==> src/rtl/rtc_bcd_pkg.sv <==
package rtc_bcd_pkg;
  localparam int NFIELD = 6;
  localparam logic [7:0] ADR_CTRL = 8'h40;
  localparam logic [7:0] ADR_STAT = 8'h44;
  localparam logic [7:0] ADR_IE   = 8'h48;

  // field indices: 0 sec, 1 min, 2 hour, 3 day, 4 month, 5 year
  localparam int F_SEC = 0, F_MIN = 1, F_HOUR = 2, F_DAY = 3, F_MON = 4, F_YEAR = 5;

  function automatic logic [7:0] bcd_inc(input logic [7:0] v);
    if (v[3:0] == 4'd9) return {v[7:4] + 4'd1, 4'd0};
    else return {v[7:4], v[3:0] + 4'd1};
  endfunction

  function automatic logic [7:0] month_end(input logic [7:0] mon, input logic [7:0] year);
    logic [6:0] ybin;
    logic leap;
    ybin = 7'(year[7:4]) * 7'd10 + 7'(year[3:0]);
    leap = (ybin[1:0] == 2'b00);
    case (mon)
      8'h02: return leap ? 8'h29 : 8'h28;
      8'h04, 8'h06, 8'h09, 8'h11: return 8'h30;
      default: return 8'h31;
    endcase
  endfunction
endpackage

==> src/rtl/rtc_prescaler.sv <==
module rtc_prescaler #(
  parameter int TICKS_PER_SEC = 32768
) (
  input  logic clk,
  input  logic rst,
  input  logic run,
  input  logic tick,
  input  logic restart,
  output logic step,
  output logic busy
);
  localparam int CW = (TICKS_PER_SEC > 2) ? $clog2(TICKS_PER_SEC) : 1;
  localparam logic [CW-1:0] LAST = CW'(TICKS_PER_SEC - 1);

  logic [CW-1:0] cnt_q;

  assign busy = run && (cnt_q == LAST);
  assign step = busy && tick && !restart;

  always_ff @(posedge clk) begin
    if (rst || restart) begin
      cnt_q <= '0;
    end else if (run && tick) begin
      cnt_q <= (cnt_q == LAST) ? '0 : cnt_q + 1'b1;
    end
  end
endmodule

==> src/rtl/rtc_calendar.sv <==
module rtc_calendar
  import rtc_bcd_pkg::*;
(
  input  logic                   clk,
  input  logic                   rst,
  input  logic                   step,
  input  logic [NFIELD-1:0]      wr_en,
  input  logic [7:0]             wdata,
  output logic [NFIELD-1:0][7:0] now
);
  logic [NFIELD-1:0][7:0] t_q, t_d;
  logic c_sec, c_min, c_hour, c_day, c_mon;

  always_comb begin
    t_d = t_q;
    c_sec  = step && (t_q[F_SEC] >= 8'h59);
    c_min  = c_sec && (t_q[F_MIN] >= 8'h59);
    c_hour = c_min && (t_q[F_HOUR] >= 8'h23);
    c_day  = c_hour && (t_q[F_DAY] >= month_end(t_q[F_MON], t_q[F_YEAR]));
    c_mon  = c_day && (t_q[F_MON] >= 8'h12);
    if (step)   t_d[F_SEC]  = c_sec  ? 8'h00 : bcd_inc(t_q[F_SEC]);
    if (c_sec)  t_d[F_MIN]  = c_min  ? 8'h00 : bcd_inc(t_q[F_MIN]);
    if (c_min)  t_d[F_HOUR] = c_hour ? 8'h00 : bcd_inc(t_q[F_HOUR]);
    if (c_hour) t_d[F_DAY]  = c_day  ? 8'h01 : bcd_inc(t_q[F_DAY]);
    if (c_day)  t_d[F_MON]  = c_mon  ? 8'h01 : bcd_inc(t_q[F_MON]);
    if (c_mon)  t_d[F_YEAR] = (t_q[F_YEAR] >= 8'h99) ? 8'h00 : bcd_inc(t_q[F_YEAR]);
    for (int i = 0; i < NFIELD; i++) begin
      if (wr_en[i]) t_d[i] = wdata;
    end
  end

  always_ff @(posedge clk) begin
    if (rst) begin
      t_q <= '0;
      t_q[F_DAY] <= 8'h01;
      t_q[F_MON] <= 8'h01;
    end else begin
      t_q <= t_d;
    end
  end

  assign now = t_q;
endmodule

==> src/rtl/rtc_alarm.sv <==
module rtc_alarm
  import rtc_bcd_pkg::*;
(
  input  logic                   clk,
  input  logic                   rst,
  input  logic [NFIELD-1:0]      wr_en,
  input  logic [7:0]             wdata,
  input  logic [NFIELD-1:0][7:0] now,
  output logic [NFIELD-1:0][7:0] alarm,
  output logic                   match
);
  logic [NFIELD-1:0] eq;

  for (genvar g = 0; g < NFIELD; g++) begin : g_field
    logic [7:0] a_q;
    always_ff @(posedge clk) begin
      if (rst) a_q <= 8'h00;
      else if (wr_en[g]) a_q <= wdata;
    end
    assign alarm[g] = a_q;
    assign eq[g] = (a_q == now[g]);
  end

  assign match = &eq;
endmodule

==> src/rtl/rtc_bcd_clock.sv <==
module rtc_bcd_clock
  import rtc_bcd_pkg::*;
#(
  parameter int TICKS_PER_SEC = 32768
) (
  input  logic       clk,
  input  logic       rst,
  input  logic       tick,
  input  logic [7:0] bus_addr,
  input  logic       bus_we,
  input  logic [7:0] bus_wdata,
  output logic [7:0] bus_rdata,
  output logic       irq_alarm,
  output logic       irq_timer
);
  logic [NFIELD-1:0]      time_wr, alarm_wr;
  logic                   any_time_wr;
  logic [NFIELD-1:0][7:0] now, alarm;
  logic                   match, step, busy;
  logic                   ctrl_run, ie_alarm, ie_timer;
  logic                   flag_alarm, flag_sec, step_d;
  logic                   field_ok;
  logic [2:0]             fidx;
  logic                   stat_wr;
  logic [7:0]             rd_mux;

  assign fidx     = bus_addr[4:2];
  assign field_ok = (bus_addr[1:0] == 2'b00) && (fidx < 3'(NFIELD));

  always_comb begin
    for (int i = 0; i < NFIELD; i++) begin
      time_wr[i]  = bus_we && field_ok && (bus_addr[7:5] == 3'b000) && (fidx == 3'(i));
      alarm_wr[i] = bus_we && field_ok && (bus_addr[7:5] == 3'b001) && (fidx == 3'(i));
    end
  end
  assign any_time_wr = |time_wr;
  assign stat_wr     = bus_we && (bus_addr == ADR_STAT);

  rtc_prescaler #(.TICKS_PER_SEC(TICKS_PER_SEC)) u_presc (
    .clk(clk), .rst(rst), .run(ctrl_run), .tick(tick),
    .restart(any_time_wr), .step(step), .busy(busy)
  );

  rtc_calendar u_cal (
    .clk(clk), .rst(rst), .step(step), .wr_en(time_wr),
    .wdata(bus_wdata), .now(now)
  );

  rtc_alarm u_alm (
    .clk(clk), .rst(rst), .wr_en(alarm_wr), .wdata(bus_wdata),
    .now(now), .alarm(alarm), .match(match)
  );

  always_ff @(posedge clk) begin
    if (rst) begin
      ctrl_run   <= 1'b0;
      ie_alarm   <= 1'b0;
      ie_timer   <= 1'b0;
      flag_alarm <= 1'b0;
      flag_sec   <= 1'b0;
      step_d     <= 1'b0;
      irq_alarm  <= 1'b0;
      irq_timer  <= 1'b0;
    end else begin
      step_d <= step;
      if (bus_we && bus_addr == ADR_CTRL) ctrl_run <= bus_wdata[0];
      if (bus_we && bus_addr == ADR_IE) begin
        ie_alarm <= bus_wdata[3];
        ie_timer <= bus_wdata[2];
      end
      if (step_d && match) flag_alarm <= 1'b1;
      else if (stat_wr && bus_wdata[6]) flag_alarm <= 1'b0;
      if (step) flag_sec <= 1'b1;
      else if (stat_wr && bus_wdata[2]) flag_sec <= 1'b0;
      irq_alarm <= flag_alarm && ie_alarm;
      irq_timer <= flag_sec && ie_timer;
    end
  end

  always_comb begin
    rd_mux = 8'h00;
    if (field_ok && bus_addr[7:5] == 3'b000) rd_mux = now[fidx];
    else if (field_ok && bus_addr[7:5] == 3'b001) rd_mux = alarm[fidx];
    else if (bus_addr == ADR_CTRL) rd_mux = {7'b0, ctrl_run};
    else if (bus_addr == ADR_STAT) rd_mux = {1'b0, flag_alarm, 3'b000, flag_sec, ctrl_run, busy};
    else if (bus_addr == ADR_IE)   rd_mux = {4'b0, ie_alarm, ie_timer, 2'b00};
  end

  always_ff @(posedge clk) begin
    if (rst) bus_rdata <= 8'h00;
    else     bus_rdata <= rd_mux;
  end
endmodule

==> config.mk <==
export PLATFORM = sky130hd
export DESIGN_NAME = rtc_bcd_clock
export DESIGN_NICKNAME = d
export VERILOG_FILES = /design/src/rtl/rtc_bcd_pkg.sv /design/src/rtl/rtc_prescaler.sv /design/src/rtl/rtc_calendar.sv /design/src/rtl/rtc_alarm.sv /design/src/rtl/rtc_bcd_clock.sv
export SDC_FILE = /design/constraint.sdc
export NUM_CORES = 1
export LEC_CHECK = 0
export ABC_AREA = 1
export ABC_CLOCK_PERIOD_IN_PS = 7430
export BUFFER_PORTS_ARGS = -buffer_cell sky130_fd_sc_hd__buf_2
export CORE_AREA = 2 2 116 118
export DETAILED_ROUTE_END_ITERATION = 6
export DIE_AREA = 0 0 118 120
export GPL_TIMING_DRIVEN = 0
export HOLD_SLACK_MARGIN = 0.05
export PLACE_DENSITY = 0.78
export SETUP_SLACK_MARGIN = 0.5
export SYNTH_ARGS = -nofsm -noshare
export SYNTH_HDL_FRONTEND = slang
export SYNTH_SLANG_ARGS = --single-unit
==> constraint.sdc <==
create_clock -name clk -period 7.43 [get_ports clk]
set_input_delay 1.486 -clock clk [delete_from_list [all_inputs] [get_ports clk]]
set_output_delay 1.486 -clock clk [all_outputs]
set_load 0.1 [all_outputs]
Yosys cells after proc, flatten, opt, wreduce, memory -nomap -nowiden --
Cells that the tools add are included.
Storage, ports and cells: bits in registers 127, input port bits 20, output and inout bits 10, word-level logic and storage cells 182
Cells by class: $add $sub $neg 14, multipliers 1, order comparisons 8, equal/unequal tests 27, multiplexer cells 40, reductions and logical operators 64
Operators with widths (number):
- $mux W8 | 28
- $add A4 B1 Y4 const B | 12
- $bmux W8 S3 | 2
- $eq A8 B8 Y1 | 6
- $logic_and A1 B1 Y1 | 35
- $eq A4 B4 Y1 const B | 6
- $eq A8 B7 Y1 const B | 3
- $reduce_bool A3 Y1 | 6
- $eq A8 B3 Y1 const B | 2
- $ge A8 B7 Y1 const B | 2
- $pmux W8 S2 | 1
- $reduce_bool A2 Y1 | 8
- $add A15 B1 Y15 const B | 1
- $eq A15 B15 Y1 const B | 1
- $mux W15 | 1
- $mux W7 | 2
- $reduce_and A2 Y1 | 6
- $eq A8 B2 Y1 const B | 1
- $eq A8 B4 Y1 const B | 1
- $eq A8 B5 Y1 const B | 1
- $ge A8 B5 Y1 const B | 1
- $ge A8 B6 Y1 const B | 1
- $ge A8 B8 Y1 | 1
- $ge A8 B8 Y1 const B | 1
- other kinds (16) | 25

Longest topological paths before layout --
Gate-level depths: netlist (run 1).
depth after elaboration 16, gate-level depth with buffers 19

Cells and area by module --
From an unflattened synthesis (run 1), not the netlist that was laid out.
Second synthesis, totals: cell total of the unflattened synthesis 1330, area, all modules 8300.5 sq um
Modules (own cells, without submodules):
- rtc_calendar | times used 1, cells an instance 529, area each 3349.5 sq um, seq. area each 960.9 sq um
- rtc_alarm | times used 1, cells an instance 314, area each 2273.4 sq um, seq. area each 960.9 sq um
- rtc_bcd_clock | times used 1, cells an instance 368, area each 1875.5 sq um, seq. area each 320.3 sq um
- rtc_prescaler | times used 1, cells an instance 119, area each 802.0 sq um, seq. area each 300.3 sq um

Worst setup path after synthesis (run 1) --
OpenSTA, ideal clock, no wires.
path type input-to-reg, start point input port bus_addr[3], end point register u_cal.t_q, in the netlist u_cal.now[34], library setup time 0.128 ns, arrival 2.818 ns, data required time 7.302 ns, setup slack 4.484 ns, stages on the path 11, buffers on the path 1, cell sequence buf_2 nand2_2 nand2_4 nor2_8 nand2_8 nor2_2 inv_1 nand2_1 inv_1 a21oi_1 nor2_1
On the way: cells in the longest elaborated chain, start to end 16
Ends and longest elaborated chain:
- start, declared | line rtc_bcd_clock.sv:9 | input logic [7:0] bus_addr,
- $lt A3 B3 Y1 | line rtc_bcd_clock.sv:28 | assign field_ok = (bus_addr[1:0] == 2'b00) && (fidx < 3'(NFIELD));
- $logic_and A1 B1 Y1 | line rtc_bcd_clock.sv:28
- $logic_and A1 B1 Y1 (3 in a row) | line rtc_bcd_clock.sv:32 | time_wr[i] = bus_we && field_ok && (bus_addr[7:5] == 3'b000) && (fidx == 3'(i));
- $reduce_or A6 Y1 | line rtc_bcd_clock.sv:36 | assign any_time_wr = |time_wr;
- $logic_not A1 Y1 | line rtc_prescaler.sv:18 | assign step = busy && tick && !restart;
- $logic_and A1 B1 Y1 | line rtc_prescaler.sv:18
- $logic_and A1 B1 Y1 | line rtc_calendar.sv:16 | c_sec = step && (t_q[F_SEC] >= 8'h59);
- $logic_and A1 B1 Y1 | line rtc_calendar.sv:17 | c_min = c_sec && (t_q[F_MIN] >= 8'h59);
- $logic_and A1 B1 Y1 | line rtc_calendar.sv:18 | c_hour = c_min && (t_q[F_HOUR] >= 8'h23);
- $logic_and A1 B1 Y1 | line rtc_calendar.sv:19 | c_day = c_hour && (t_q[F_DAY] >= month_end(t_q[F_MON], t_q[F_YEAR]));
- $logic_and A1 B1 Y1 | line rtc_calendar.sv:20 | c_mon = c_day && (t_q[F_MON] >= 8'h12);
- $mux W8 (2 in a row) | line rtc_calendar.sv:25 | if (c_day) t_d[F_MON] = c_mon ? 8'h01 : bcd_inc(t_q[F_MON]);
- $mux W8 | line rtc_calendar.sv:28 | if (wr_en[i]) t_d[i] = wdata;
- end signal, assigned | line rtc_calendar.sv:38 | t_q <= t_d;
- end, declared | line rtc_calendar.sv:11 | logic [NFIELD-1:0][7:0] t_q, t_d;
Several ways; a longest one is shown, not always the timed one. The select of a mux whose other input is x is not followed. A chain may end at the register's enable or synchronous reset.

Final worst setup path (run 1) --
Same ends and word-level chain as after synthesis.

==> run metrics, run 1 <==
number of flops mapped to enable cells by yosys 0; Nets 1190; worst hold margin 461 ps; CTS Sinks 127; 1st-pass router iterations 6; H-tree levels 4; max-cap viol count 0; Die Footprint 0.0142 mm2; num rows 42; initial DRC count 1600; setup_tns 0 ps; Yosys Warn Count 0; min-delay worst type flip-flop to flip-flop; Netlist cell types 45; largest net degree at the start of global routing 17; CP startpoint kind primary input; asr flop ratio synth 0; outcome completed; antenna violations before repair 0; reg2reg setup slack 4370 ps; vias per inst 6.35; ys flop type dfxtp_1; Clock Pin Slew Worst Setup and Hold Paths 60 ps; antenna violation net count after detailed routing 0; Starting Density 0.583; syn nets 1144; power per cell area 192 mW/mm2; mux cell area share after synthesis 0; adder-cell share of the synthesized area 0.0331; largest family of logic cells by synthesized area simple AND/OR/NAND/NOR gates; drt drc 0; critical path type primary input to flip-flop; routed len/inst 22.7 um; hpwl dp 22.9 mm; Cells after Synth 1104; period utilization 0.429; mean post-synth cell area 6.85 um2; WL final 30.4 mm; Seq cells post-synth 127; worst slew pin tran 1030 ps; first-pass GRT wire length 45.8 mm; Max clock buf depth 2; PostCTS Resize Cnt 0; core footprint 0.0130 mm2; input/output buffers 27; Setup Skew 9.86 ps; Worst Setup End Kind flip-flop; WP data arrival 3480 ps; vias in the first global route 7693; vias 8514; Synth Area in XOR/XNOR 0.0359; Max transition margin 0.312; Root Driver clkbuf_16; global route overflow 0; highest-count cells in the layout ignoring fill and taps nand2_1, inv_1, nor2_1; die width 118 um; Tmin final 3190 ps; die height 120 um; Util after Layout 0.657; VDD IR max 206 uV; CP Max Fanout 9; leading cell type in the layout, fill and taps excluded nand2_1; Area Growth Syn to Fin 12.8%; mapped cell area 0.00756 mm2; Synth Area in Simple Gates 0.274; final hold vios 0; Worst EP required 7720 ps; final setup vio count 0; Max Slew Vio Count 0; RSZ-0062 raised after global routing no; hold buffers post-CTS 0; Leakage 3.62 nW; Compound-Gate Fraction of Synth Area 0.225; GRT Total Usage 0.433; TritonCTS buffer count 17; setup bufs post-CTS 0; post-synthesis sequential area ratio 0.336; clock insertion delay at the later pin of the skew report 430 ps; Fmax 0.313 GHz; CTS tree done; layout cell share with drive strength beyond 1 0.0980; global placer's final weighted congestion 1.06; I/O Pins 30
## cell type report
class / count / area (um2)
sequential: 127 / 2540
clock buffer: 18 / 429
antenna: 1 / 2.50
timing repair buffer: 27 / 135
fill: 1155 / 4450
multi-input combinational: 791 / 4300
buffer: 37 / 163
inverter: 149 / 559
tap: 176 / 220
clock inverter: 14 / 180
## cells by family after synthesis
| family | after synthesis |
|---|---|
| DFF | 127 |
| buffers and inverters | 186 |
| and+or+nand+nor | 451 |
| xor gates and xnor gates | 31 |
| adders and majority gates | 20 |
| AOI/OAI and AO/OA | 289 |
## Yosys cell counts, types with 2 or more instances
cell / count / area (um2)
inv_2: 9 / 33.8
nand3b_1: 4 / 30.0
o221ai_1: 26 / 228
o21ai_0: 88 / 440
nand3_2: 5 / 50.1
a211oi_1: 5 / 37.5
nor2_2: 7 / 43.8
a22oi_1: 21 / 158
inv_1: 137 / 514
o22ai_1: 39 / 244
nor3_1: 11 / 55.1
nand4_1: 14 / 87.6
nor2_1: 131 / 492
a221oi_1: 3 / 26.3
nand2_1: 185 / 694
nor3b_1: 2 / 15.0
a21oi_1: 92 / 460
dfxtp_1: 127 / 2540
xor2_1: 26 / 228
clkbuf_1: 25 / 93.8
nand2_2: 6 / 37.5
or2_2: 2 / 12.5
xnor2_1: 5 / 43.8
o311ai_0: 2 / 17.5
nand2_4: 4 / 45.0
ha_1: 20 / 250
nor2_4: 7 / 78.8
a31oi_1: 6 / 37.5
and3_1: 2 / 12.5
nor4_1: 12 / 75.1
nand3_1: 55 / 275
clkinv_1: 3 / 11.3
buf_2: 10 / 50.1
o211ai_1: 2 / 15.0
## state kept, by name, summed over array words and instances (netlist names)
signal,flops
ctrl_run,1
bus_rdata,8
ie_timer,1
u_alm.g_field.a_q,48
u_presc.cnt_q,15
ie_alarm,1
flag_sec,1
u_cal.now,48
flag_alarm,1
irq_alarm,1
irq_timer,1
step_d,1
## through the flow
stage,power [mW],std cells,setup WS [ps],instance area [um2]
after global placement,0.771,1307,3860,7920
final,1.63,1340,4240,8530
after global routing,1.66,1339,4110,8530
after floorplan,0.734,1104,4480,7560
after detailed placement,0.771,1307,3890,7920
after CTS,1.63,1339,4340,8530
## per-layer routing
layer  up-vias  GRT usage  part of all wire
met5         -          0                 0
met4         0      0.230             0.059
met3       131      0.121              0.13
met2       662      0.647              0.42
met1      3865      0.568              0.40
li1       3856          -                 -
## final timing paths
path / start / endpoint / depth (start not counted)
worst min register to register: u_presc.cnt_q[14]$_SDFFE_PP0P_ / u_presc.cnt_q[14]$_SDFFE_PP0P_ / 2
worst max-delay path: bus_addr[3] / u_cal.now[34]$_SDFFE_PP0P_ / 9
worst min-delay path: u_presc.cnt_q[14]$_SDFFE_PP0P_ / u_presc.cnt_q[14]$_SDFFE_PP0P_ / 2
worst max register to register: u_cal.now[35]$_SDFFE_PP0P_ / u_cal.now[28]$_SDFFE_PP0P_ / 14
## power by group
group	internal [mW]	switching [mW]
combinational	0.0135	0.0646
clock	0.533	0.340
sequential	0.682	0.000895
total	1.23	0.406
## critical path, stage by stage
cell and delay (ps):
buf_2 170, nor2_2 430, nand2_1 310, nor2_2 410, inv_1 220, nand2_1 180, inv_1 70, a21oi_1 140
nor2_1 50
No activity file was read; power rests on OpenSTA's default activity.
==> run 2, diff against run 1 <==
--- a/config.mk
+++ b/config.mk
@@ -5,12 +5,12 @@
 export SDC_FILE = /design/constraint.sdc
 export NUM_CORES = 1
 export LEC_CHECK = 0
-export ABC_AREA = 1
-export ABC_CLOCK_PERIOD_IN_PS = 7430
+export ABC_AREA = 0
+export ABC_CLOCK_PERIOD_IN_PS = 3300
 export BUFFER_PORTS_ARGS = -buffer_cell sky130_fd_sc_hd__buf_2
-export CORE_AREA = 2 2 116 118
+export CORE_AREA = 2 2 117 119
 export DETAILED_ROUTE_END_ITERATION = 6
-export DIE_AREA = 0 0 118 120
+export DIE_AREA = 0 0 119 121
 export GPL_TIMING_DRIVEN = 0
 export HOLD_SLACK_MARGIN = 0.05
 export PLACE_DENSITY = 0.78
==> constraint.sdc (replaced) <==
create_clock -name clk -period 3.3 [get_ports clk]
set_input_delay 0.66 -clock clk [delete_from_list [all_inputs] [get_ports clk]]
set_output_delay 0.66 -clock clk [all_outputs]
set_load 0.1 [all_outputs]
==> run metrics, run 2 <==
Final Cell Area 0.00899 mm2; Clock Pin Slew Worst Setup and Hold Paths 60 ps; Max clock buf depth 2; I/O Pins 30; Fmax 0.356 GHz; clock insertion delay at the later pin of the skew report 430 ps; Leakage 3.52 nW; ys flop type dfxtp_1; hpwl dp 19.2 mm; Yosys Warn Count 0; Synth top area share 0.331; Yosys top cell by area dfxtp_1; Nets 1030; WL final 27.4 mm; RSZ-0062 raised after global routing yes; Post-Place Cell Area 0.00803 mm2; post-synthesis sequential area ratio 0.331; leading cell type in the layout, fill and taps excluded dfxtp_1; n_diodes 0; CP Max Fanout 7; Setup Skew 6.36 ps; highest-count cells in the layout ignoring fill and taps dfxtp_1, nor2_1, nand2_1; global placer's final weighted congestion 1.01; Critical-path top delay cell or4_1; number of flops mapped to enable cells by yosys 0; mean post-synth cell area 8.19 um2; worst hold margin 481 ps; synth cell count leaders dfxtp_1, nor2_1, nand2_1; vias per inst 6.73; Seq cells post-synth 127; Final WS setup 492 ps; layout cell share with drive strength beyond 1 0.145; largest net degree at the start of global routing 17; Hold EP u_presc.cnt_q[1]$_SDFFE_PP0P_; Crit path max-delay family simple AND/OR/NAND/NOR gates; vias 7927; max-cap viol count 0; min-delay worst type flip-flop to flip-flop; TritonCTS buffer count 17; hold buffers post-CTS 0; H-tree levels 4; antenna violations before repair 0; vias in the first global route 7103; final setup vio count 0; total power 3.84 mW; Area Growth Syn to Fin 17.1%; period utilization 0.851; most numerous cell in the Yosys netlist dfxtp_1; critical path type flip-flop to flip-flop; Worst EP required 3580 ps; Worst path max stage delay 500 ps; Cells after Synth 937; CP startpoint kind flip-flop; Worst Setup End Kind flip-flop; CTS tree done; Hold Crit Start u_presc.cnt_q[1]$_SDFFE_PP0P_; RR Startpoint u_cal.now[38]$_SDFFE_PP0P_; num rows 42; mapped cell area 0.00768 mm2; reg2reg path depth 12; Root Driver clkbuf_16; outcome finished with violations; reg2reg setup slack 490 ps; GRT Total Usage 0.381; Tmin final 2810 ps; Critical Path Most Common Cell nor2_4; routed len/inst 23.3 um; final hold vios 0; syn nets 977; dpl cells 1140; Die Footprint 0.0144 mm2; setup_tns 0 ps; Max transition margin 0.308; Starting Density 0.587; CTS Sinks 127; dominant cells by area after synthesis dfxtp_1, mux2i_1, xnor2_1; Setup WS pre-CTS 4.28 ps; drt drc 12; 1st-pass router iterations 7; core footprint 0.0131 mm2; failing checks design-rule violations; Buf/Inv on CP 2; initial DRC count 1170; Finished Layout Cells 1178; antenna violation net count after detailed routing 0; global route overflow 0; Util after Layout 0.687; Hold Path Stages 2; input/output buffers 27; sequence of cells on the critical path nor2_4, nand3_4, nor3b_4, inv_1, ha_1, nand3_1, nor2_4, nor2_4, or4_1, buf_6, a31oi_2, o22ai_1; die width 119 um; power per cell area 428 mW/mm2; Netlist cell types 65; Critical R2R Capture u_cal.now[41]$_SDFFE_PP0P_; VDD IR max 425 uV; WP data arrival 3090 ps; worst slew pin tran 1030 ps; first-pass GRT wire length 41.4 mm; Max Slew Vio Count 0; die height 121 um; asr flop ratio synth 0
-- run 2: changes by cell type after synthesis, moves of 24 or more --
| cell | previous run | this run |
|---|---|---|
| clkbuf_1 | 25 | 51 |
| mux2i_1 | 0 | 53 |
| nor2_1 | 131 | 105 |
| a21oi_1 | 92 | 64 |
| o21ai_0 | 88 | 36 |
| inv_1 | 137 | 23 |
| xnor2_1 | 5 | 47 |
| o221ai_1 | 26 | 2 |
| nand2_1 | 185 | 86 |
| o22ai_1 | 39 | 7 |
-- run 2: report_power, final --
| group | leakage, nW | switching [mW] | total [mW] | internal, mW |
|---|---|---|---|---|
| registers | 1.03 | 0.00530 | 1.54 | 1.54 |
| clock network | 0.313 | 0.719 | 2.09 | 1.37 |
| logic | 2.18 | 0.155 | 0.208 | 0.0529 |
-- run 2: timing repair --
| item | CTS | global route |
|---|---|---|
| resized for setup | 21 | 52 |
| setup buffers | 1 | 6 |
| cloned | 0 | 0 |
| pin swaps | 2 | 6 |
| setup endpoints to repair | 43 | 69 |
| endpoints found under the hold margin | 0 | 0 |
-- run 2: worst max-delay path by stage --
| stage | startpoint | end | slack, ps | cells after the start |
|---|---|---|---|---|
| final | u_cal.now[38]$_SDFFE_PP0P_ | u_cal.now[41]$_SDFFE_PP0P_ | 490 | 12 |
| after global placement | bus_addr[4] | u_alm.g_field[1].a_q[7]$_SDFFE_PP0P_ | 20 | 8 |
| after floorplan | u_cal.now[41]$_SDFFE_PP0P_ | u_cal.now[42]$_SDFFE_PP0P_ | 680 | 13 |
| after global routing | u_cal.now[35]$_SDFFE_PP0P_ | u_cal.now[41]$_SDFFE_PP0P_ | 450 | 13 |
| after detailed placement | bus_addr[4] | u_alm.g_field[1].a_q[2]$_SDFFE_PP0P_ | 4 | 8 |
| after CTS | bus_addr[4] | u_alm.g_field[1].a_q[2]$_SDFFE_PP0P_ | 440 | 8 |
-- run 2: routing by layer --
layer  up-vias  wire, um  global-route usage
met5         -         0                   0
met4         0      1670               0.225
met3       106      3140              0.0780
met2       550     11900               0.579
met1      3762     10700               0.502
li1       3509         -                   -
-- run 2: cells by family after synthesis --
| group | after synthesis | synth area share |
|---|---|---|
| AOI/OAI and AO/OA | 189 | 0.158 |
| xor gates and xnor gates | 63 | 0.0719 |
| muxes | 70 | 0.117 |
| adders and majority gates | 20 | 0.0326 |
| and+or+nand+nor | 378 | 0.244 |
| buffers and inverters | 90 | 0.0455 |
| DFF | 127 | 0.331 |
-- run 2: final cells by class --
cell class,instances,area (um2)
Clock buffer,21,460
Multi-Input combinational cell,720,4990
Buffer,66,297
Tap cell,176,220
Fill cell,1059,4100
Inverter,24,90.1
Clock inverter,10,185
Timing Repair Buffer,34,188
Sequential cell,127,2550
-- run 2: worst min-delay path: stages (launching register included) --
cell and delay, ps:
dfxtp_1 320, nand2_1 60, a21oi_1 50
